--- config.mk ---
export PLATFORM = sky130hd
export DESIGN_NAME = cic5_poly_dec2
export DESIGN_NICKNAME = d
export VERILOG_FILES = /design/src/rtl/cic5_pkg.sv /design/src/rtl/cic5_times5.sv /design/src/rtl/cic5_branch.sv /design/src/rtl/cic5_phase_fsm.sv /design/src/rtl/cic5_poly_dec2.sv
export SDC_FILE = /design/constraint.sdc
export NUM_CORES = 1
export LEC_CHECK = 0
export BUFFER_PORTS_ARGS = -buffer_cell sky130_fd_sc_hd__buf_2
export CORE_MARGIN = 1.5
export CORE_UTILIZATION = 60
export DETAILED_ROUTE_END_ITERATION = 12
export GPL_ROUTABILITY_DRIVEN = 0
export PLACE_DENSITY = 0.74
export SYNTH_ARGS = -nofsm -noshare
export SYNTH_HDL_FRONTEND = slang
export SYNTH_SLANG_ARGS = --single-unit
--- constraint.sdc ---
create_clock -name clk -period 7.78 [get_ports clk]
set_clock_uncertainty 0.15 [all_clocks]
set_input_delay 1.556 -clock clk [delete_from_list [all_inputs] [get_ports clk]]
set_output_delay 1.556 -clock clk [all_outputs]
set_load 0.01 [all_outputs]
--- src/rtl/cic5_pkg.sv ---
package cic5_pkg;

    // Phase of the polyphase commutator: which branch takes the next sample
    typedef enum logic [0:0] {
        PH_EVEN = 1'b0,   // next accepted sample has an even index (late branch)
        PH_ODD  = 1'b1    // next accepted sample has an odd index (early branch)
    } phase_e;

    // Bit growth of a fifth-order stage: log2(32)
    localparam int GROWTH = 5;

endpackage

--- src/rtl/cic5_times5.sv ---
module cic5_times5 #(
    parameter int IN_W  = 16,
    parameter int OUT_W = IN_W + cic5_pkg::GROWTH
) (
    input  logic signed [IN_W-1:0]  x,
    output logic signed [OUT_W-1:0] x1,
    output logic signed [OUT_W-1:0] x5,
    output logic signed [OUT_W-1:0] x10
);

    localparam int EXT_W = OUT_W - IN_W;

    // One shared 5x product; 10x reuses it with a single shift
    always_comb begin
        x1  = {{EXT_W{x[IN_W-1]}}, x};
        x5  = (x1 <<< 2) + x1;
        x10 = x5 <<< 1;
    end

endmodule

--- src/rtl/cic5_branch.sv ---
module cic5_branch #(
    parameter int IN_W   = 16,
    parameter int OUT_W  = IN_W + cic5_pkg::GROWTH,
    parameter bit MIRROR = 1'b0   // 0: taps 1,10,5   1: taps 5,10,1
) (
    input  logic                    clk,
    input  logic                    rst_n,
    input  logic                    en,
    input  logic signed [IN_W-1:0]  x,
    output logic signed [OUT_W-1:0] y
);

    logic signed [OUT_W-1:0] p1, p5, p10;
    logic signed [OUT_W-1:0] c0, c1, c2;
    logic signed [OUT_W-1:0] s1, s2;

    cic5_times5 #(.IN_W(IN_W), .OUT_W(OUT_W)) u_scale (
        .x   (x),
        .x1  (p1),
        .x5  (p5),
        .x10 (p10)
    );

    // Tap order picked by parameter; the 10 tap sits in the middle either way
    generate
        if (MIRROR) begin : g_late
            assign c0 = p5;
            assign c1 = p10;
            assign c2 = p1;
        end else begin : g_early
            assign c0 = p1;
            assign c1 = p10;
            assign c2 = p5;
        end
    endgenerate

    // Transposed form: one adder per register, one add per branch sample
    assign y = c0 + s1;

    always_ff @(posedge clk or negedge rst_n) begin
        if (!rst_n) begin
            s1 <= '0;
            s2 <= '0;
        end else if (en) begin
            s1 <= c1 + s2;
            s2 <= c2;
        end
    end

    // storage is untouched on cycles without a sample for this branch
    assert_branch_hold_R3: assert property (@(posedge clk) disable iff (!rst_n)
        !en |=> ($stable(s1) && $stable(s2)));

endmodule

--- src/rtl/cic5_phase_fsm.sv ---
module cic5_phase_fsm
    import cic5_pkg::*;
(
    input  logic   clk,
    input  logic   rst_n,
    input  logic   in_valid,
    output phase_e phase,
    output logic   take_even,
    output logic   take_odd
);

    phase_e state_q, state_d;

    // State register
    always_ff @(posedge clk or negedge rst_n) begin
        if (!rst_n) state_q <= PH_EVEN;
        else        state_q <= state_d;
    end

    // Next state: T_EVEN_TAKEN and T_ODD_TAKEN
    always_comb begin
        state_d = state_q;
        unique case (state_q)
            PH_EVEN: if (in_valid) state_d = PH_ODD;
            PH_ODD:  if (in_valid) state_d = PH_EVEN;
            default: state_d = PH_EVEN;
        endcase
    end

    // Outputs: steer the accepted sample into one branch
    always_comb begin
        take_even = 1'b0;
        take_odd  = 1'b0;
        unique case (state_q)
            PH_EVEN: take_even = in_valid;
            PH_ODD:  take_odd  = in_valid;
            default: ;
        endcase
    end

    assign phase = state_q;

    // the commutator only moves on an accepted sample
    assert_phase_hold_R3: assert property (@(posedge clk) disable iff (!rst_n)
        !in_valid |=> $stable(state_q));

    // every accepted sample flips the phase
    assert_phase_flip_R2: assert property (@(posedge clk) disable iff (!rst_n)
        in_valid |=> (state_q != $past(state_q)));

endmodule

--- src/rtl/cic5_poly_dec2.sv ---
module cic5_poly_dec2 #(
    parameter int IN_W = 16,
    localparam int OUT_W = IN_W + cic5_pkg::GROWTH
) (
    input  logic                    clk,
    input  logic                    rst_n,
    input  logic                    in_valid,
    input  logic signed [IN_W-1:0]  in_data,
    output logic                    out_valid,
    output logic signed [OUT_W-1:0] out_data
);

    import cic5_pkg::*;

    phase_e                  phase;
    logic                    take_even, take_odd;
    logic signed [OUT_W-1:0] late_y, early_y;
    logic signed [OUT_W-1:0] late_hold;

    cic5_phase_fsm u_fsm (
        .clk       (clk),
        .rst_n     (rst_n),
        .in_valid  (in_valid),
        .phase     (phase),
        .take_even (take_even),
        .take_odd  (take_odd)
    );

    // Even-indexed samples: taps 5,10,1
    cic5_branch #(.IN_W(IN_W), .OUT_W(OUT_W), .MIRROR(1'b1)) u_late (
        .clk   (clk),
        .rst_n (rst_n),
        .en    (take_even),
        .x     (in_data),
        .y     (late_y)
    );

    // Odd-indexed samples: taps 1,10,5
    cic5_branch #(.IN_W(IN_W), .OUT_W(OUT_W), .MIRROR(1'b0)) u_early (
        .clk   (clk),
        .rst_n (rst_n),
        .en    (take_odd),
        .x     (in_data),
        .y     (early_y)
    );

    // Hold the late-branch result until its odd partner arrives
    always_ff @(posedge clk or negedge rst_n) begin
        if (!rst_n)         late_hold <= '0;
        else if (take_even) late_hold <= late_y;
    end

    // Combine the two branches once per pair
    always_ff @(posedge clk or negedge rst_n) begin
        if (!rst_n) begin
            out_valid <= 1'b0;
            out_data  <= '0;
        end else begin
            out_valid <= take_odd;
            if (take_odd) out_data <= early_y + late_hold;
        end
    end

    // an odd sample always yields an output the next cycle
    assert_pair_output_R2: assert property (@(posedge clk) disable iff (!rst_n)
        (in_valid && phase == PH_ODD) |=> out_valid);

    // an output only follows an accepted odd sample
    assert_output_source_R2: assert property (@(posedge clk) disable iff (!rst_n)
        out_valid |-> ($past(in_valid) && $past(phase) == PH_ODD));

    // output pulses are never back to back
    assert_no_adjacent_R2: assert property (@(posedge clk) disable iff (!rst_n)
        out_valid |=> !out_valid);

    // held partial sum is kept while no even sample arrives
    assert_hold_stable_R3: assert property (@(posedge clk) disable iff (!rst_n)
        !in_valid |=> $stable(late_hold));

endmodule

==> Flow_metrics.wiki, run 1 <==
{| class="wikitable"
! Metric !! Value
|-
| Vias/cell || 6.18
|-
| Worst endpoint required time || 7.94 ns
|-
| Cells after Synth || 904
|-
| Fraction of registers with async set/reset || 1.00
|-
| Number of setup buffers added after CTS || 0
|-
| Number of nets in the layout || 1,082
|-
| Share of post-route cells with drive strength above 1 || 0.177
|-
| Mean post-synth cell area || 10.1 µm²
|-
| #FFs+latches synth || 121
|-
| GR Util All Layers || 0.274
|-
| Clk slew on worst S/H paths || 0.06 ns
|-
| Count of flip-flops with a built-in enable after synthesis || 0
|-
| Setup tns final || 0 ns
|-
| Class of the tightest hold or removal check || reg -> reg
|-
| Portion of the post-synthesis area used by sequential elements || 0.333
|-
| Number of distinct library cells after synthesis || 66
|-
| Cell type of the slowest stage on the worst timing path || a221oi_1
|-
| Wire length of the first global-routing pass || 34,100 µm
|-
| Unrepaired setup endpoints after global routing || no
|-
| Initial antenna violation count || 0
|-
| Final number of setup-violating endpoints || 0
|-
| Initial DRC Count || 410
|-
| Crit path max fanout || 7
|-
| Number of design rule violations left after detail routing || 0
|-
| I/O pin count || 41
|-
| Crit-path most repeated cell || a21oi_1
|-
| Die width || 126 µm
|-
| Fin Hold WS || 0.328 ns
|-
| Cell at the root of the clock tree || clkbuf_16
|-
| Diode insertion count for antenna repair || 0
|-
| DIE HEIGHT || 126 µm
|-
| Number of H-tree branching levels || 4
|-
| Starting Density || 0.619
|-
| Source-to-sink clock delay at the later pin of the worst-skew pair || 0.43 ns
|-
| Kind of end point of the critical path || flip-flop
|-
| Minimum period implied by the final worst setup slack || 5.48 ns
|-
| Number of max-cap violations || 0
|-
| Signed area change from the synthesized netlist to the final layout || 11.4%
|-
| Kind of launch point of the worst setup path || input pin
|-
| TritonCTS sink count || 121
|-
| Cell Chain, Critical Path || buf_2 > ha_1 > fa_1 > a21oi_1 > o21ai_0 > a21oi_1 > o21bai_1 > a211oi_1 > a221oi_1 > ha_1 > a21o_1 > a21oi_1 > o21ai_0 > a221o_1 > a31oi_1 > xnor2_1 > mux2_2
|-
| Yosys top cell by area || dfrtp_1
|-
| Filler instances || 1,112
|-
| Synthesis warning total || 0
|-
| Largest cells by area after synthesis || dfrtp_1 (33%), ha_1 (13%), mux2_2 (9.5%)
|-
| Sum of overflow across all layers after global routing || 0
|-
| Final Cell Area || 10,100 µm²
|-
| Maximum number of pins on one net before global-route repair || 66
|-
| Post-CTS Hold Buffers || 0
|-
| Vias || 7,032
|-
| Most used flip-flop cell after synthesis || dfrtp_1
|-
| Die ar. || 15,900 µm²
|-
| Post-detailed-placement half-perimeter wirelength || 15,200 µm
|-
| Clock tree buffer depth || 2
|-
| Syn Nets || 1,045
|-
| Aggregate routed wire length || 20,600 µm
|-
| Hold violation count in the final report || 0
|-
| Final max-slew violation count || 0
|-
| Number of buffers added by the clock tree synthesis step || 17
|-
| Critical path class || in -> reg
|-
| Iteration count of the initial detailed-routing pass || 5
|-
| Area of the core || 14,700 µm²
|-
| Slowest cell delay on critical path || 0.66 ns
|-
| Std-Cell Rows || 44
|-
| Mapped Area || 9100 µm²
|-
| WP data arrival || 5.65 ns
|-
| Fmax || 182 MHz
|-
| Number of instances resized during post-cts repair || 0
|-
| Vias in the first global route || 6,929
|-
| Clock tree from TritonCTS || yes
|-
| Dpl ws || 1.99 ns
|-
| Final Worst Setup Slack || 2.30 ns
|-
| Portion of synthesized cell area occupied by the leading cell type || 0.333
|-
| Post-detailed-route wirelength per cell || 18.1 µm
|-
| Post-detailed-route count of antenna-violating nets || 0
|-
| Fraction of the cycle the final worst path needs || 0.705
|-
| Instance area at placement || 9480 µm²
|-
| Worst rel slew slack || 0.436
|-
| Status || finished clean
|-
| Count of buffers from port buffering || 40
|-
| Worst slew pin tran || 0.845 ns
|}
critical path, delay by kind of cell:
| family | cells | cell delay, ns |
|---|---|---|
| AO/OA/AOI/OAI | 11 | 2.75 |
| XOR/XNOR | 1 | 0.10 |
| adder cells (fa/ha/maj) | 3 | 0.82 |
| buffers and inverters | 1 | 0.16 |
| multiplexers | 1 | 0.26 |
synthesized netlist by cell type, types with 11 or more instances:
cell type and count:
a21oi_1 58, nand2_1 61, fa_1 25, mux2_2 77, a211oi_1 11, xnor2_1 44, xor2_1 19, o31ai_1 12
nor3_1 15, nand3_1 20, clkbuf_1 19, a21o_1 24, ha_1 97, a31oi_1 13, inv_1 35, o21a_1 21
nor2_1 58, dfrtp_1 121, o21ai_0 52
cells in the final DEF (no fill, tap or decap), drive strengths merged, types with 5 or more instances in the layout:
master,n
dfrtp,121
ha,97
mux2,77
nand2,61
a21oi,60
nor2,58
o21ai,54
xnor2,44
buf,44
inv,36
fa,25
a21o,24
o21a,21
clkbuf,21
nand3,20
xor2,19
nor3,15
a31oi,13
o31ai,13
a211oi,11
o211ai,10
nor2b,9
o21bai,7
and2,7
o311ai,6
and3,5
or3,5
a211o,5
bufinv,5
clkinv,5
sequential cells by signal (all words and copies together), names as in the netlist:
| register | flops |
|---|---|
| u_fsm.phase | 1 |
| u_late.s2 | 16 |
| u_early.s2 | 19 |
| out_data | 21 |
| u_late.s1 | 21 |
| late_hold | 21 |
| u_early.s1 | 21 |
| out_valid | 1 |
metrics by stage:
stage	std cells	util
floorplan	904	-
global placement	1106	0.645
detailed placement	1106	0.645
CTS	1138	0.690
global route	1138	0.690
finish	1138	0.690
cells by family (layout without fill, tap and decap cells):
group	Yosys count	in the layout	synth area share
buffers and inverters	62	112	0.0256
AND/OR/NAND/NOR	197	197	0.0994
flip-flops	121	121	0.333
adder cells (fa/ha/maj)	122	122	0.188
AO/OA/AOI/OAI	261	261	0.197
multiplexers	78	78	0.0963
XOR/XNOR	63	63	0.0606
per-layer routing:
layer	up-vias	global-route usage	part of all wire
met5	-	0	0
met4	0	0.0926	0.017
met3	32	0.0548	0.053
met2	190	0.422	0.44
met1	3398	0.390	0.49
li1	3412	-	-
path summary, 6_finish.rpt:
kind	startpoint	to	slack [ns]	cells past startpoint
setup / recovery	in_data[0]	u_late.s1[18]$_DFFE_PN0P_	2.30	17
hold / removal	out_data[17]$_DFFE_PN0P_	out_data[17]$_DFFE_PN0P_	0.33	2
setup reg to reg	late_hold[2]$_DFFE_PN0P_	out_data[16]$_DFFE_PN0P_	4.63	9
hold reg to reg	out_data[17]$_DFFE_PN0P_	out_data[17]$_DFFE_PN0P_	0.33	2
max in group asynchronous	rst_n	u_early.s2[13]$_DFFE_PN0P_	5.15	2
min in group asynchronous	rst_n	out_data[0]$_DFFE_PN0P_	1.05	1
area by class of cell:
cell class	instances	area, µm²	share of cell area
Timing Repair Buffer	44	233	0.0229
Tap cell	184	230	0.0227
Clock buffer	21	480	0.0474
Multi-Input combinational cell	721	5850	0.577
Clock inverter	11	190	0.0187
Inverter	36	135	0.0133
Sequential cell	121	3030	0.298
Power of run 1 is left out: the tool's default activity adds up to more than one toggle a clock period on the data nets, which glitch-free logic cannot reach.
==> run 2, diff against run 1 <==
--- a/config.mk
+++ b/config.mk
@@ -5,9 +5,10 @@
 export SDC_FILE = /design/constraint.sdc
 export NUM_CORES = 1
 export LEC_CHECK = 0
+export ABC_AREA = 1
 export BUFFER_PORTS_ARGS = -buffer_cell sky130_fd_sc_hd__buf_2
 export CORE_MARGIN = 1.5
-export CORE_UTILIZATION = 60
+export CORE_UTILIZATION = 58
 export DETAILED_ROUTE_END_ITERATION = 12
 export GPL_ROUTABILITY_DRIVEN = 0
 export PLACE_DENSITY = 0.74
==> constraint.sdc (replaced) <==
create_clock -name clk -period 4.9 [get_ports clk]
set_clock_uncertainty 0.15 [all_clocks]
set_input_delay 0.98 -clock clk [delete_from_list [all_inputs] [get_ports clk]]
set_output_delay 0.98 -clock clk [all_outputs]
set_load 0.01 [all_outputs]
==> run 2 against run 1 <==
  * Sequential share of layout area fell by 3.5 points
  * Die area rose by 18%
  * Critical path depth did not move
  * Non-clock buffer count rose by 2
  * Routed wire length rose by 37%
  * Count of clock-buffer cells in the layout fell by 2
  * Register-to-register slack got worse by 2.5 ns
  * Cell area rose by 13%
  * Flip-flop and latch count did not move
  * First-iteration DRC count rose by 74%
  * Core utilization fell by 3.2 points
  * Synthesized cell count rose by 65%
  * Critical endpoint is now late_hold[18]$_DFFE_PN0P_
==> Flow_metrics.wiki, run 2 <==
{| class="wikitable"
! Metric !! Value
|-
| Library cell with the highest instance count after synthesis || nand2_1
|-
| Fraction of the cycle the final worst path needs || 0.809
|-
| Cell Chain, Critical Path || buf_2 > ha_1 > inv_1 > nor3_1 > and2_1 > nand2_1 > nand2_1 > nand2_1 > and2_1 > ha_1 > nand2_1 > nor4_1 > nand2_1 > nand2_1 > nand2_1 > nand3_1 > nand2_1
|-
| Area fraction in compound gates after synthesis || 0.0786 (-0.119)
|-
| Number of buffers added by the clock tree synthesis step || 17 (unchanged)
|-
| Number of cells on the worst hold path || 2 (unchanged)
|-
| Fraction of the mapped netlist area in simple logic gates || 0.377 (+0.278)
|-
| Clock power frac || 0.144
|-
| Minimum period implied by the final worst setup slack || 3.97 ns
|-
| Share of synthesized cell area in full adder, half adder and majority cells || 0.164 (-0.0242)
|-
| Mean post-synth cell area || 6.99 µm² (-31%)
|-
| Iteration count of the initial detailed-routing pass || 5 (unchanged)
|-
| TritonCTS sink count || 121 (unchanged)
|-
| Count of buffers from port buffering || 40 (unchanged)
|-
| Initial DRC Count || 712 (+74%)
|-
| Worst endpoint required time || 5.06 ns (-2.88 ns)
|-
| Share of cell area taken by muxes after synthesis || 0 (-0.0963)
|-
| Aggregate routed wire length || 28,200 µm (+37%)
|-
| Diode insertion count for antenna repair || 0 (unchanged)
|-
| WP data arrival || 4.13 ns (-1.52 ns)
|-
| Die ar. || 18,800 µm² (+18%)
|-
| Total net switching power || 4.73 mW
|-
| Dominant combinational cell family by area after synthesis || simple AND/OR/NAND/NOR gates
|-
| Class of the tightest hold or removal check || reg -> reg
|-
| Area of the core || 17,500 µm² (+19%)
|-
| Source-to-sink clock delay at the later pin of the worst-skew pair || 0.43 ns (about the same)
|-
| Relative contribution of sequential cells to total power || 0.200
|-
| Leading cell type in the layout, fill and taps excluded || nand2_1
|-
| Portion of the post-synthesis area used by sequential elements || 0.290 (-0.0428)
|-
| Post-detailed-route count of antenna-violating nets || 0 (unchanged)
|-
| Starting Density || 0.598 (-0.0216)
|-
| Number of max-cap violations || 0 (unchanged)
|-
| Count of flip-flops with a built-in enable after synthesis || 0 (unchanged)
|-
| Number of setup buffers added after CTS || 0 (unchanged)
|-
| Crit path max fanout || 15 (+8)
|-
| Slowest cell delay on critical path || 0.43 ns (-0.23 ns)
|-
| Hold violation count in the final report || 0 (unchanged)
|-
| Fmax || 252 MHz
|-
| Wire length of the first global-routing pass || 45,700 µm (+34%)
|-
| Post-CTS Hold Buffers || 0 (unchanged)
|-
| Number of nets in the layout || 1,675 (+55%)
|-
| Signed area change from the synthesized netlist to the final layout || 10.0%
|-
| Number of design rule violations left after detail routing || 0 (unchanged)
|-
| Pwr Total || 9.31 mW
|-
| Kind of launch point of the worst setup path || input pin
|-
| Fraction of registers with async set/reset || 1.00 (unchanged)
|-
| GR Util All Layers || 0.318 (+0.0436)
|-
| Post-detailed-placement half-perimeter wirelength || 21,900 µm (+45%)
|-
| Mapped Area || 10,400 µm² (+15%)
|-
| Cell at the root of the clock tree || clkbuf_16
|-
| Count of cells along the worst register-to-register path || 14 (+5)
|-
| I/O pin count || 41 (unchanged)
|-
| Vias/cell || 5.54 (-10%)
|-
| DIE HEIGHT || 137 µm (+8.7%)
|-
| Most used flip-flop cell after synthesis || dfrtp_1
|-
| Peak supply drop || 0.463 mV
|-
| Yosys top cell by area || dfrtp_1
|-
| Sum of overflow across all layers after global routing || 0 (unchanged)
|-
| Number of instances resized during post-cts repair || 0 (unchanged)
|-
| Cell type of the slowest stage on the worst timing path || ha_1
|-
| Slack of the worst reg-to-reg path || 2.14 ns (-2.49 ns)
|-
| Power density over the cells || 810 nW/µm²
|-
| Share of post-route cells with drive strength above 1 || 0.0937 (-0.0834)
|-
| Post-detailed-route wirelength per cell || 15.9 µm (-12%)
|-
| Clock tree from TritonCTS || yes
|-
| Combinational fraction of design power || 0.656
|-
| Setup tns final || 0 ns (unchanged)
|-
| Worst slew pin tran || 0.615 ns (-0.230 ns)
|-
| Final number of setup-violating endpoints || 0 (unchanged)
|-
| Top library cells by usage in the layout, fill and taps aside || nand2_1 (598), inv_1 (131), dfrtp_1 (121), nand3_1 (109), ha_1 (96)
|-
| Worst rel slew slack || 0.589 (+0.153)
|-
| Status || finished clean
|-
| Clock tree buffer depth || 2 (unchanged)
|-
| Number of distinct library cells after synthesis || 36 (-45%)
|-
| Unrepaired setup endpoints after global routing || no
|-
| Final max-slew violation count || 0 (unchanged)
|-
| Net Sw Frac || 0.508
|-
| Syn Nets || 1,635 (+56%)
|-
| Leading post-synthesis cells by instance count || nand2_1 (598), inv_1 (132), dfrtp_1 (121), nand3_1 (109), ha_1 (97)
|-
| Crit-path most repeated cell || nand2_1
|-
| Vias || 9,824 (+40%)
|-
| Leakage power || 6.19 nW
|-
| Die width || 137 µm (+8.7%)
|-
| Fraction of synthesized cell area in xor and xnor cells || 0.0298 (-0.0308)
|-
| Initial antenna violation count || 0 (unchanged)
|-
| Std-Cell Rows || 48 (+9.1%)
|-
| Number of H-tree branching levels || 4 (unchanged)
|-
| Maximum number of pins on one net before global-route repair || 49 (-26%)
|-
| Critical path class || in -> reg
|-
| Kind of end point of the critical path || flip-flop
|-
| Portion of synthesized cell area occupied by the leading cell type || 0.290 (-0.0428)
|-
| Largest cells by area after synthesis || dfrtp_1 (29%), nand2_1 (21%), ha_1 (12%)
|-
| Cells after Synth || 1,494 (+65%)
|-
| #FFs+latches synth || 121 (unchanged)
|-
| Internal power || 4.58 mW
|-
| Synthesis warning total || 0 (unchanged)
|-
| Vias in the first global route || 9,659 (+39%)
|-
| Clk slew on worst S/H paths || 0.06 ns (about the same)
|}
## run 2: changes by cell type in the layout (fill, tap and decap cells not counted), moves of 23 or more
cell,change
nand2_1,+537
inv_1,+96
nand3b_1,+28
mux2_2,-77
nand3_1,+89
a21o_1,-23
## run 2: cell type report
cell class                      count  area [µm²]
Clock buffer                       19         453
Fill cell                        1547        5980
Clock inverter                     13         168
Multi-Input combinational cell   1207        6790
Timing Repair Buffer               46         248
Inverter                          141         529
Sequential cell                   121        3030
Tap cell                          225         282
## run 2: stage by stage
stage	area (µm²)	cells	util	worst slack (ns)	hold WS [ns]
floorplan	10400	1494	-	1.36	0.296
global placement	10900	1740	0.622	0.598	0.298
detailed placement	10900	1740	0.622	0.604	0.305
CTS	11500	1772	0.658	1.02	0.320
global route	11500	1772	0.658	0.627	0.353
finish	11500	1772	0.658	0.934	0.320
## run 2: kinds of logic (layout without fill, tap and decap cells)
kind of cell / Yosys count / after routing
flops: 121 / 121
simple gates: 900 / 900
buf+inv: 166 / 219
compound gates: 152 / 152
xor+xnor: 33 / 33
fa+ha+maj: 122 / 122
## run 2: worst paths after layout
kind,from,endpoint
max in group asynchronous,rst_n,late_hold[16]$_DFFE_PN0P_
worst min-delay path,out_data[1]$_DFFE_PN0P_,out_data[1]$_DFFE_PN0P_
worst min register to register,out_data[1]$_DFFE_PN0P_,out_data[1]$_DFFE_PN0P_
min in group asynchronous,rst_n,out_data[4]$_DFFE_PN0P_
worst max-delay path,in_data[15],late_hold[18]$_DFFE_PN0P_
worst max register to register,late_hold[1]$_DFFE_PN0P_,out_data[17]$_DFFE_PN0P_
## run 2: power groups by stage
| stage | clock [mW] | sequential, mW | combinational, mW |
|---|---|---|---|
| after CTS | 1.36 | 1.86 | 6.06 |
| after detailed placement | 0 | 1.87 | 6.01 |
| after global routing | 1.40 | 1.92 | 6.92 |
| after floorplan | 0 | 1.81 | 4.64 |
| after global placement | 0 | 1.85 | 5.88 |
| final | 1.34 | 1.86 | 6.11 |
## run 2: routing by layer
layer / vias to the layer above / global-route usage / wire length, µm
met1: 4561 / 0.384 / 12100
met2: 273 / 0.555 / 13700
met4: 0 / 0.146 / 1070
met5: - / 0 / 0
met3: 80 / 0.0530 / 1420
li1: 4910 / - / -
## run 2: worst max-delay path, delay by kind of cell
family | cells | cell delay (ns)
buffers and inverters | 2 | 0.33
adder cells (fa/ha/maj) | 2 | 0.86
AND/OR/NAND/NOR | 13 | 1.94
Power figures use the tool's default switching activity.
